--- config.mk ---
export PLATFORM = sky130hd
export DESIGN_NAME = sector_fixup
export DESIGN_NICKNAME = d
export VERILOG_FILES = /design/src/rtl/sfx_pkg.sv /design/src/rtl/sfx_screen.sv /design/src/rtl/sfx_guard.sv /design/src/rtl/sfx_unpack.sv /design/src/rtl/sector_fixup.sv
export SDC_FILE = /design/constraint.sdc
export NUM_CORES = 1
export LEC_CHECK = 0
export ABC_AREA = 1
export BUFFER_PORTS_ARGS = -buffer_cell sky130_fd_sc_hd__buf_2
export CAP_MARGIN = 10
export CORE_AREA = 8 8 143 145
export CTS_BUF_LIST = sky130_fd_sc_hd__clkbuf_8 sky130_fd_sc_hd__clkbuf_16
export CTS_CLUSTER_DIAMETER = 200
export CTS_CLUSTER_SIZE = 12
export DETAILED_ROUTE_END_ITERATION = 8
export DIE_AREA = 0 0 151 153
export GPL_ROUTABILITY_DRIVEN = 0
export PLACE_DENSITY_LB_ADDON = 0.15
export SLEW_MARGIN = 20
export SYNTH_ARGS = -nofsm -noshare
export SYNTH_HDL_FRONTEND = slang
export SYNTH_SLANG_ARGS = --single-unit
--- constraint.sdc ---
create_clock -name clk -period 1.9 [get_ports clk]
set_input_delay 0.285 -clock clk [delete_from_list [all_inputs] [get_ports clk]]
set_output_delay 0.285 -clock clk [all_outputs]
set_load 0.01 [all_outputs]
--- src/rtl/sfx_pkg.sv ---
// Shared types and constants for the sector fixup sequencer.
// Assumes a locator that reports a 4-bit status code.
package sfx_pkg;

    typedef enum logic [3:0] {
        ST_IDLE,
        ST_CLEAR,
        ST_LAUNCH,
        ST_GUARD,
        ST_POLL,
        ST_FETCH,
        ST_READ,
        ST_WRITE,
        ST_FINISH
    } fix_state_t;

    localparam logic [3:0] CODE_CLEAN  = 4'd0;
    localparam logic [3:0] CODE_TOOMANY = 4'd1;
    localparam logic [3:0] CODE_BUSY_MIN = 4'd4;

endpackage

--- src/rtl/sfx_screen.sv ---
// Early exit screen: flags an erased sector (all stored ECC bytes 0xFF)
// and a clean sector (all syndrome words zero). Purely combinational.
module sfx_screen #(
    parameter int ECC_BYTES = 10,
    parameter int SYN_WORDS = 4
) (
    input  logic [ECC_BYTES*8-1:0]  ecc_stored,
    input  logic [SYN_WORDS*32-1:0] syndrome,
    output logic                    erased,
    output logic                    syn_zero
);
    logic [ECC_BYTES-1:0] byte_ff;
    logic [SYN_WORDS-1:0] word_zero;

    // One comparator per stored byte.
    for (genvar i = 0; i < ECC_BYTES; i++) begin : g_byte
        assign byte_ff[i] = &ecc_stored[i*8 +: 8];
    end

    // One zero detector per syndrome word.
    for (genvar j = 0; j < SYN_WORDS; j++) begin : g_word
        assign word_zero[j] = ~|syndrome[j*32 +: 32];
    end

    assign erased   = &byte_ff;
    assign syn_zero = &word_zero;
endmodule

--- src/rtl/sfx_guard.sv ---
// Guard timer: counts cycles spent in the guard phase and releases either
// when the locator shows a busy code or when the window has elapsed.
// Assumes run stays high for the whole guard phase.
module sfx_guard #(
    parameter int LIMIT = 12500
) (
    input  logic clk,
    input  logic rst_n,
    input  logic run,
    input  logic busy_seen,
    output logic release_now
);
    localparam int CW = $clog2(LIMIT + 1);

    logic [CW-1:0] cnt;

    // Cycle counter, cleared whenever the guard phase is not active.
    always_ff @(posedge clk) begin
        if (!rst_n || !run) begin
            cnt <= '0;
        end else if (cnt != CW'(LIMIT - 1)) begin
            cnt <= cnt + 1'b1;
        end
    end

    assign release_now = run && (busy_seen || cnt == CW'(LIMIT - 1));
endmodule

--- src/rtl/sfx_unpack.sv ---
// Result unpacker: selects the address/value half-word of the current
// error and maps the raw 10-bit address onto a sector byte (offset - raw).
// Assumes result registers are stable while corrections run.
module sfx_unpack #(
    parameter int SECTOR = 512,
    parameter int AW     = 10,
    parameter int LW     = 9
) (
    input  logic [31:0]   addr_a,
    input  logic [31:0]   addr_b,
    input  logic [31:0]   val_a,
    input  logic [31:0]   val_b,
    input  logic [1:0]    idx,
    output logic [LW-1:0] loc,
    output logic [7:0]    val,
    output logic          in_range
);
    localparam int OFFSET = SECTOR + 7;

    logic [31:0]   areg, vreg;
    logic [15:0]   ahalf, vhalf;
    logic [AW-1:0] raw;
    logic          unused_bits;

    // Register pick by idx[1], half pick by idx[0].
    always_comb begin
        areg  = idx[1] ? addr_b : addr_a;
        vreg  = idx[1] ? val_b  : val_a;
        ahalf = idx[0] ? areg[31:16] : areg[15:0];
        vhalf = idx[0] ? vreg[31:16] : vreg[15:0];
        raw   = ahalf[AW-1:0];
        val   = vhalf[7:0];
        in_range = (raw >= AW'(OFFSET - SECTOR + 1)) && (raw <= AW'(OFFSET));
        loc   = LW'(AW'(OFFSET) - raw);
    end

    assign unused_bits = ^{ahalf[15:AW], vhalf[15:8]};
endmodule

--- src/rtl/sector_fixup.sv ---
// Sector fixup sequencer: screens erased/clean sectors, clears and launches
// the external locator, enforces the guard window, polls the status, then
// XOR-corrects up to four bytes of a synchronous sector buffer one by one.
// Assumes buffer read data arrives one cycle after buf_rd_en.
module sector_fixup
    import sfx_pkg::*;
#(
    parameter int CLK_MHZ   = 125,
    parameter int GUARD_US  = 100,
    parameter int SECTOR    = 512,
    parameter int ECC_BYTES = 10,
    parameter int SYN_WORDS = 4
) (
    input  logic                    clk,
    input  logic                    rst_n,
    input  logic                    start,
    input  logic [ECC_BYTES*8-1:0]  ecc_stored,
    input  logic [SYN_WORDS*32-1:0] syndrome,
    input  logic [3:0]              lc_status,
    input  logic [1:0]              lc_nerr_m1,
    input  logic [31:0]             lc_addr_a,
    input  logic [31:0]             lc_addr_b,
    input  logic [31:0]             lc_val_a,
    input  logic [31:0]             lc_val_b,
    output logic                    lc_clear,
    output logic                    lc_launch,
    output logic [$clog2(SECTOR)-1:0] buf_addr,
    output logic                    buf_rd_en,
    input  logic [7:0]              buf_rdata,
    output logic                    buf_we,
    output logic [7:0]              buf_wdata,
    output logic                    busy,
    output logic                    done,
    output logic [2:0]              corrected,
    output logic                    uncorrectable
);
    localparam int LW          = $clog2(SECTOR);
    localparam int GUARD_LIMIT = CLK_MHZ * GUARD_US;
    localparam int AGE_W       = $clog2(GUARD_LIMIT + 1);

    fix_state_t    state;
    logic          erased, syn_zero, guard_release;
    logic [1:0]    idx, last_idx;
    logic [LW-1:0] cur_loc, loc_q;
    logic [7:0]    cur_val, val_q;
    logic          cur_in_range;
    logic [2:0]    corr_q;
    logic          uncorr_q;

    sfx_screen #(.ECC_BYTES(ECC_BYTES), .SYN_WORDS(SYN_WORDS)) u_screen (
        .ecc_stored (ecc_stored),
        .syndrome   (syndrome),
        .erased     (erased),
        .syn_zero   (syn_zero)
    );

    sfx_guard #(.LIMIT(GUARD_LIMIT)) u_guard (
        .clk         (clk),
        .rst_n       (rst_n),
        .run         (state == ST_GUARD),
        .busy_seen   (lc_status >= CODE_BUSY_MIN),
        .release_now (guard_release)
    );

    sfx_unpack #(.SECTOR(SECTOR), .AW(10), .LW(LW)) u_unpack (
        .addr_a   (lc_addr_a),
        .addr_b   (lc_addr_b),
        .val_a    (lc_val_a),
        .val_b    (lc_val_b),
        .idx      (idx),
        .loc      (cur_loc),
        .val      (cur_val),
        .in_range (cur_in_range)
    );

    // Main sequence: screen, locator handshake, guard, poll, corrections.
    always_ff @(posedge clk) begin
        if (!rst_n) begin
            state    <= ST_IDLE;
            idx      <= '0;
            last_idx <= '0;
            loc_q    <= '0;
            val_q    <= '0;
            corr_q   <= '0;
            uncorr_q <= 1'b0;
        end else begin
            case (state)
                ST_IDLE: begin
                    if (start) begin
                        corr_q   <= '0;
                        uncorr_q <= 1'b0;
                        state    <= (erased || syn_zero) ? ST_FINISH : ST_CLEAR;
                    end
                end
                ST_CLEAR:  state <= ST_LAUNCH;
                ST_LAUNCH: state <= ST_GUARD;
                ST_GUARD: begin
                    if (guard_release) state <= ST_POLL;
                end
                ST_POLL: begin
                    if (lc_status == CODE_CLEAN) begin
                        state <= ST_FINISH;
                    end else if (lc_status == CODE_TOOMANY) begin
                        uncorr_q <= 1'b1;
                        state    <= ST_FINISH;
                    end else if (lc_status < CODE_BUSY_MIN) begin
                        last_idx <= lc_nerr_m1;
                        idx      <= '0;
                        state    <= ST_FETCH;
                    end
                end
                ST_FETCH: begin
                    loc_q <= cur_loc;
                    val_q <= cur_val;
                    if (cur_in_range) begin
                        state <= ST_READ;
                    end else if (idx == last_idx) begin
                        state <= ST_FINISH;
                    end else begin
                        idx <= idx + 1'b1;
                    end
                end
                ST_READ: state <= ST_WRITE;
                ST_WRITE: begin
                    corr_q <= corr_q + 1'b1;
                    if (idx == last_idx) begin
                        state <= ST_FINISH;
                    end else begin
                        idx   <= idx + 1'b1;
                        state <= ST_FETCH;
                    end
                end
                ST_FINISH: state <= ST_IDLE;
                default:   state <= ST_IDLE;
            endcase
        end
    end

    // Output decode from the current state.
    always_comb begin
        lc_clear      = (state == ST_CLEAR);
        lc_launch     = (state == ST_LAUNCH);
        buf_rd_en     = (state == ST_READ);
        buf_we        = (state == ST_WRITE);
        buf_addr      = loc_q;
        buf_wdata     = buf_rdata ^ val_q;
        busy          = (state != ST_IDLE);
        done          = (state == ST_FINISH);
        corrected     = corr_q;
        uncorrectable = uncorr_q;
    end

    // Independent age counter for the guard check below.
    logic [AGE_W-1:0] guard_age;
    always_ff @(posedge clk) begin
        if (!rst_n || state != ST_GUARD) begin
            guard_age <= '0;
        end else if (guard_age != AGE_W'(GUARD_LIMIT)) begin
            guard_age <= guard_age + 1'b1;
        end
    end

    p_launch_after_clear_r3: assert property (@(posedge clk) disable iff (!rst_n)
        lc_launch |-> $past(lc_clear));

    p_clear_single_r3: assert property (@(posedge clk) disable iff (!rst_n)
        lc_clear |=> !lc_clear);

    p_guard_hold_r4: assert property (@(posedge clk) disable iff (!rst_n)
        ($past(state == ST_GUARD) && state == ST_POLL && $past(lc_status) < CODE_BUSY_MIN)
        |-> $past(guard_age) >= AGE_W'(GUARD_LIMIT - 1));

    p_no_write_uncorr_r5: assert property (@(posedge clk) disable iff (!rst_n)
        uncorrectable |-> !buf_we && corrected == 3'd0);

    p_write_follows_read_r10: assert property (@(posedge clk) disable iff (!rst_n)
        buf_we |-> $past(buf_rd_en) && $stable(buf_addr));

    p_single_action_r10: assert property (@(posedge clk) disable iff (!rst_n)
        $onehot0({buf_we, buf_rd_en, lc_clear, lc_launch, done}));

    p_done_pulse_r11: assert property (@(posedge clk) disable iff (!rst_n)
        done |=> !done && $stable(corrected) && $stable(uncorrectable));

    p_count_bound_r7: assert property (@(posedge clk) disable iff (!rst_n)
        done |-> corrected <= 3'd4);
endmodule

==> results.py <==
metrics = {
    "yosys": {
        "synth_nets": 979,
        "synth_cell_types": 32,
        "synth_edf_count": 0,
        "synth_area_leaders": "dfxtp_1 (25%), nor2_1 (19%), nand2_1 (17%)",
        "yosysMostFrequentCell": "nor2_1",
        "synth_top_cell_area_share_pct": 25.0,
        "yosysSeqAreaShare_pct": 25.0,
        "yosysWarnings": 0,
        "syn_area_sq_um": 3450,
        "syn_inst": 622,
        "synth_top_cell_by_area": "dfxtp_1",
        "avgSynthCellArea_sq_um": 5.55,
        "synth_seq_cells": 43,
        "synth_common_cells": "nor2_1 (177), nand2_1 (157), inv_1 (48)",
        "synth_ff_type": "dfxtp_1",
        "synth-async-reset-ratio_pct": 0,
    },
    "timing": {
        "fin_crit_ns": 1.76,
        "fin_crit_sh_pct": 92.4,
        "relSlewSlack_pct": 67.8,
        "fin_skew_ns": 0.00686,
        "final_hold_viol_count": 0,
        "setup_viol": 0,
        "worst_hold_slack_ns": 0.266,
        "drv_slew": 0,
        "tightest_slew_ns": 0.482,
        "max_clock_freq_mhz": 569,
        "finalSetupTns_ns": 0,
        "layout_setup_ws_ns": 0.144,
    },
    "floorplanning": {
        "die_h_um": 153,
        "initial_core_util_pct": 18.9,
        "rows": 50,
        "die_area_sq_um": 23100,
        "die_x_um": 151,
        "core_sq_um": 18300,
        "io-pin-count": 380,
    },
    "routing": {
        "wl_per_cell_um": 14.0,
        "drcViolationCount": 0,
        "antenna_left": 0,
        "vias": 4851,
        "routed_wl_mm": 16.7,
        "vias_per_cell": 4.06,
        "dr.first_iter.drc_count": 146,
        "dr.pass1.iters": 4,
    },
    "cts": {
        "cts_buffers": 5,
        "htreeDepth": 2,
        "clockBufferDepth": 2,
        "worstSkewPairLatency_ns": 0.28,
        "clkSlewWorstSetupHoldPaths_ns": 0.06,
        "cts-root-buf": "clkbuf_16",
        "cts_tree": "done",
        "cts_hold_buf": 0,
        "cts_num_sinks": 43,
    },
    "global_route": {
        "first_global_vias": 4884,
        "grt_pass1_wl_mm": 24.4,
        "gr-usage-all-layers_pct": 13.2,
        "antenna_found_initial": 3,
        "grt_max_degree": 21,
        "gr-total-overflow": 0,
    },
    "pwr": {
        "finalPower_mw": 4.15,
        "p_per_area_nw_per_um2": 733,
        "power_frac_seq_pct": 26.8,
        "power.clock.fraction_pct": 24.7,
        "combPwrFrac_pct": 48.5,
        "p_int_mw": 2.55,
        "peakVddDrop_v": 0.000335,
        "p_leak_nw": 2.91,
        "p_sw_share_pct": 38.6,
        "power.switching_mw": 1.60,
    },
    "cells_and_area": {
        "nets": 1316,
        "drive_above_1_share_pct": 39.6,
        "final_core_util_pct": 31.0,
        "fin_area_sq_um": 5670,
        "instances_no_fill": 1196,
        "multi_input_area_sq_um": 2320,
        "areaGrowthSynthToFinish_pct": 64.4,
        "fill_cells": 2114,
        "seq_area_sq_um": 866,
    },
    "status": {
        "status": "completed",
    },
    "critical_path": {
        "worstSetupStartpointType": "flop",
        "cp.required_ns": 2.05,
        "critPathArrivalTime_ns": 1.90,
        "setup.worst_path.end_class": "flop",
        "path_max_fanout": 5,
        "critPathKind": "reg2reg",
    },
    "hold_path": {
        "hold_path_class": "in2reg",
    },
    "placed_design": {
        "dp_hpwl_mm": 14.7,
        "dp.cells": 1184,
        "port_buffers": 323,
        "postPlaceCellArea_sq_um": 5450,
        "dp_slack_ns": 0.0353,
    },
    "run": {
        "max_cap_viol_count": 0,
    },
}
-- final cells by class --
type                       count  share of cell area (%)
antenna                        2                  0.0882
clock buffer                   6                    2.45
clock inverter                 2                   0.618
inverter                      54                    3.62
multi-input combinational    509                    41.0
sequential                    43                    15.3
tap                          234                    5.16
timing repair buffer         346                    31.8
-- routing by layer --
layer / share of wire, % / up-vias / GRT usage (%)
li1: - / 2675 / -
met1: 41 / 1978 / 15.0
met2: 48 / 189 / 24.3
met3: 10 / 7 / 3.84
met4: 0.42 / 2 / 1.70
met5: 0.078 / - / 0
-- power groups by stage --
| stage | sequential (mW) | clock [mW] | combinational [mW] |
|---|---|---|---|
| after floorplan | 1.13 | 0 | 1.12 |
| after global placement | 1.13 | 0 | 2.01 |
| after detailed placement | 1.13 | 0 | 2.01 |
| after CTS | 1.11 | 1.06 | 2.01 |
| after global routing | 1.13 | 1.10 | 2.31 |
| final | 1.11 | 1.02 | 2.02 |
-- state kept, by name, summed over array words and instances (netlist names) --
register       flops
buf_addr           9
corrected          3
uncorrectable      1
val_q              8
state              4
u_guard.cnt       14
last_idx           2
idx                2
-- cells in the final DEF, fill, tap and decap left out, types with 3 or more instances in the layout --
cell | Yosys | final
dfxtp_1 | 43 | 41
nand4_1 | 20 | 20
inv_2 | 6 | 5
nor2_2 | 2 | 3
nand3_1 | 37 | 37
buf_4 | 2 | 21
buf_2 | 6 | 323
a31oi_1 | 11 | 11
nand3b_1 | 3 | 3
ha_1 | 4 | 3
nand2_1 | 157 | 151
inv_1 | 48 | 48
a21oi_1 | 20 | 20
xnor2_1 | 4 | 4
nand2_2 | 3 | 9
nor3_1 | 6 | 6
clkbuf_16 | 0 | 5
xor2_1 | 11 | 11
nor2_1 | 177 | 176
o21ai_0 | 40 | 40
-- critical path: stages, from the launching register on --
cell and delay, ns:
dfxtp_1 0.36, inv_1 0.07, nor3_1 0.29, nand2_1 0.12
nor3_1 0.25, nand3_1 0.23, o21ai_0 0.22, a21oi_1 0.08
-- repair_timing --
action,in CTS,in global routing
endpoints found under the setup margin,0,8
buffers inserted,0,2
resized for setup,0,13
-- cell families (layout without fill, tap and decap cells) --
kind of cell	count (synthesis)	in the layout	synth area share (%)
flip-flops	43	43	25.0
buffers and inverters	70	408	8.27
other	0	2	0
adder cells (fa/ha/maj)	4	4	1.45
AND/OR/NAND/NOR	413	413	49.7
XOR/XNOR	15	15	3.81
AO/OA/AOI/OAI	77	77	11.9
-- path summary, 6_finish.rpt --
check / startpoint / end / slack (ns) / cells after the start
setup / recovery: u_guard.cnt[0]$_SDFFE_PP0N_ / u_guard.cnt[13]$_SDFFE_PP0N_ / 0.14 / 7
hold / removal: lc_nerr_m1[1] / last_idx[1]$_SDFFE_PN0P_ / 0.27 / 3
setup reg to reg: u_guard.cnt[0]$_SDFFE_PP0N_ / u_guard.cnt[13]$_SDFFE_PP0N_ / 0.14 / 7
hold reg to reg: corrected[2]$_SDFFE_PN0P_ / corrected[2]$_SDFFE_PN0P_ / 0.46 / 1
(Power assumes the default switching activity.)
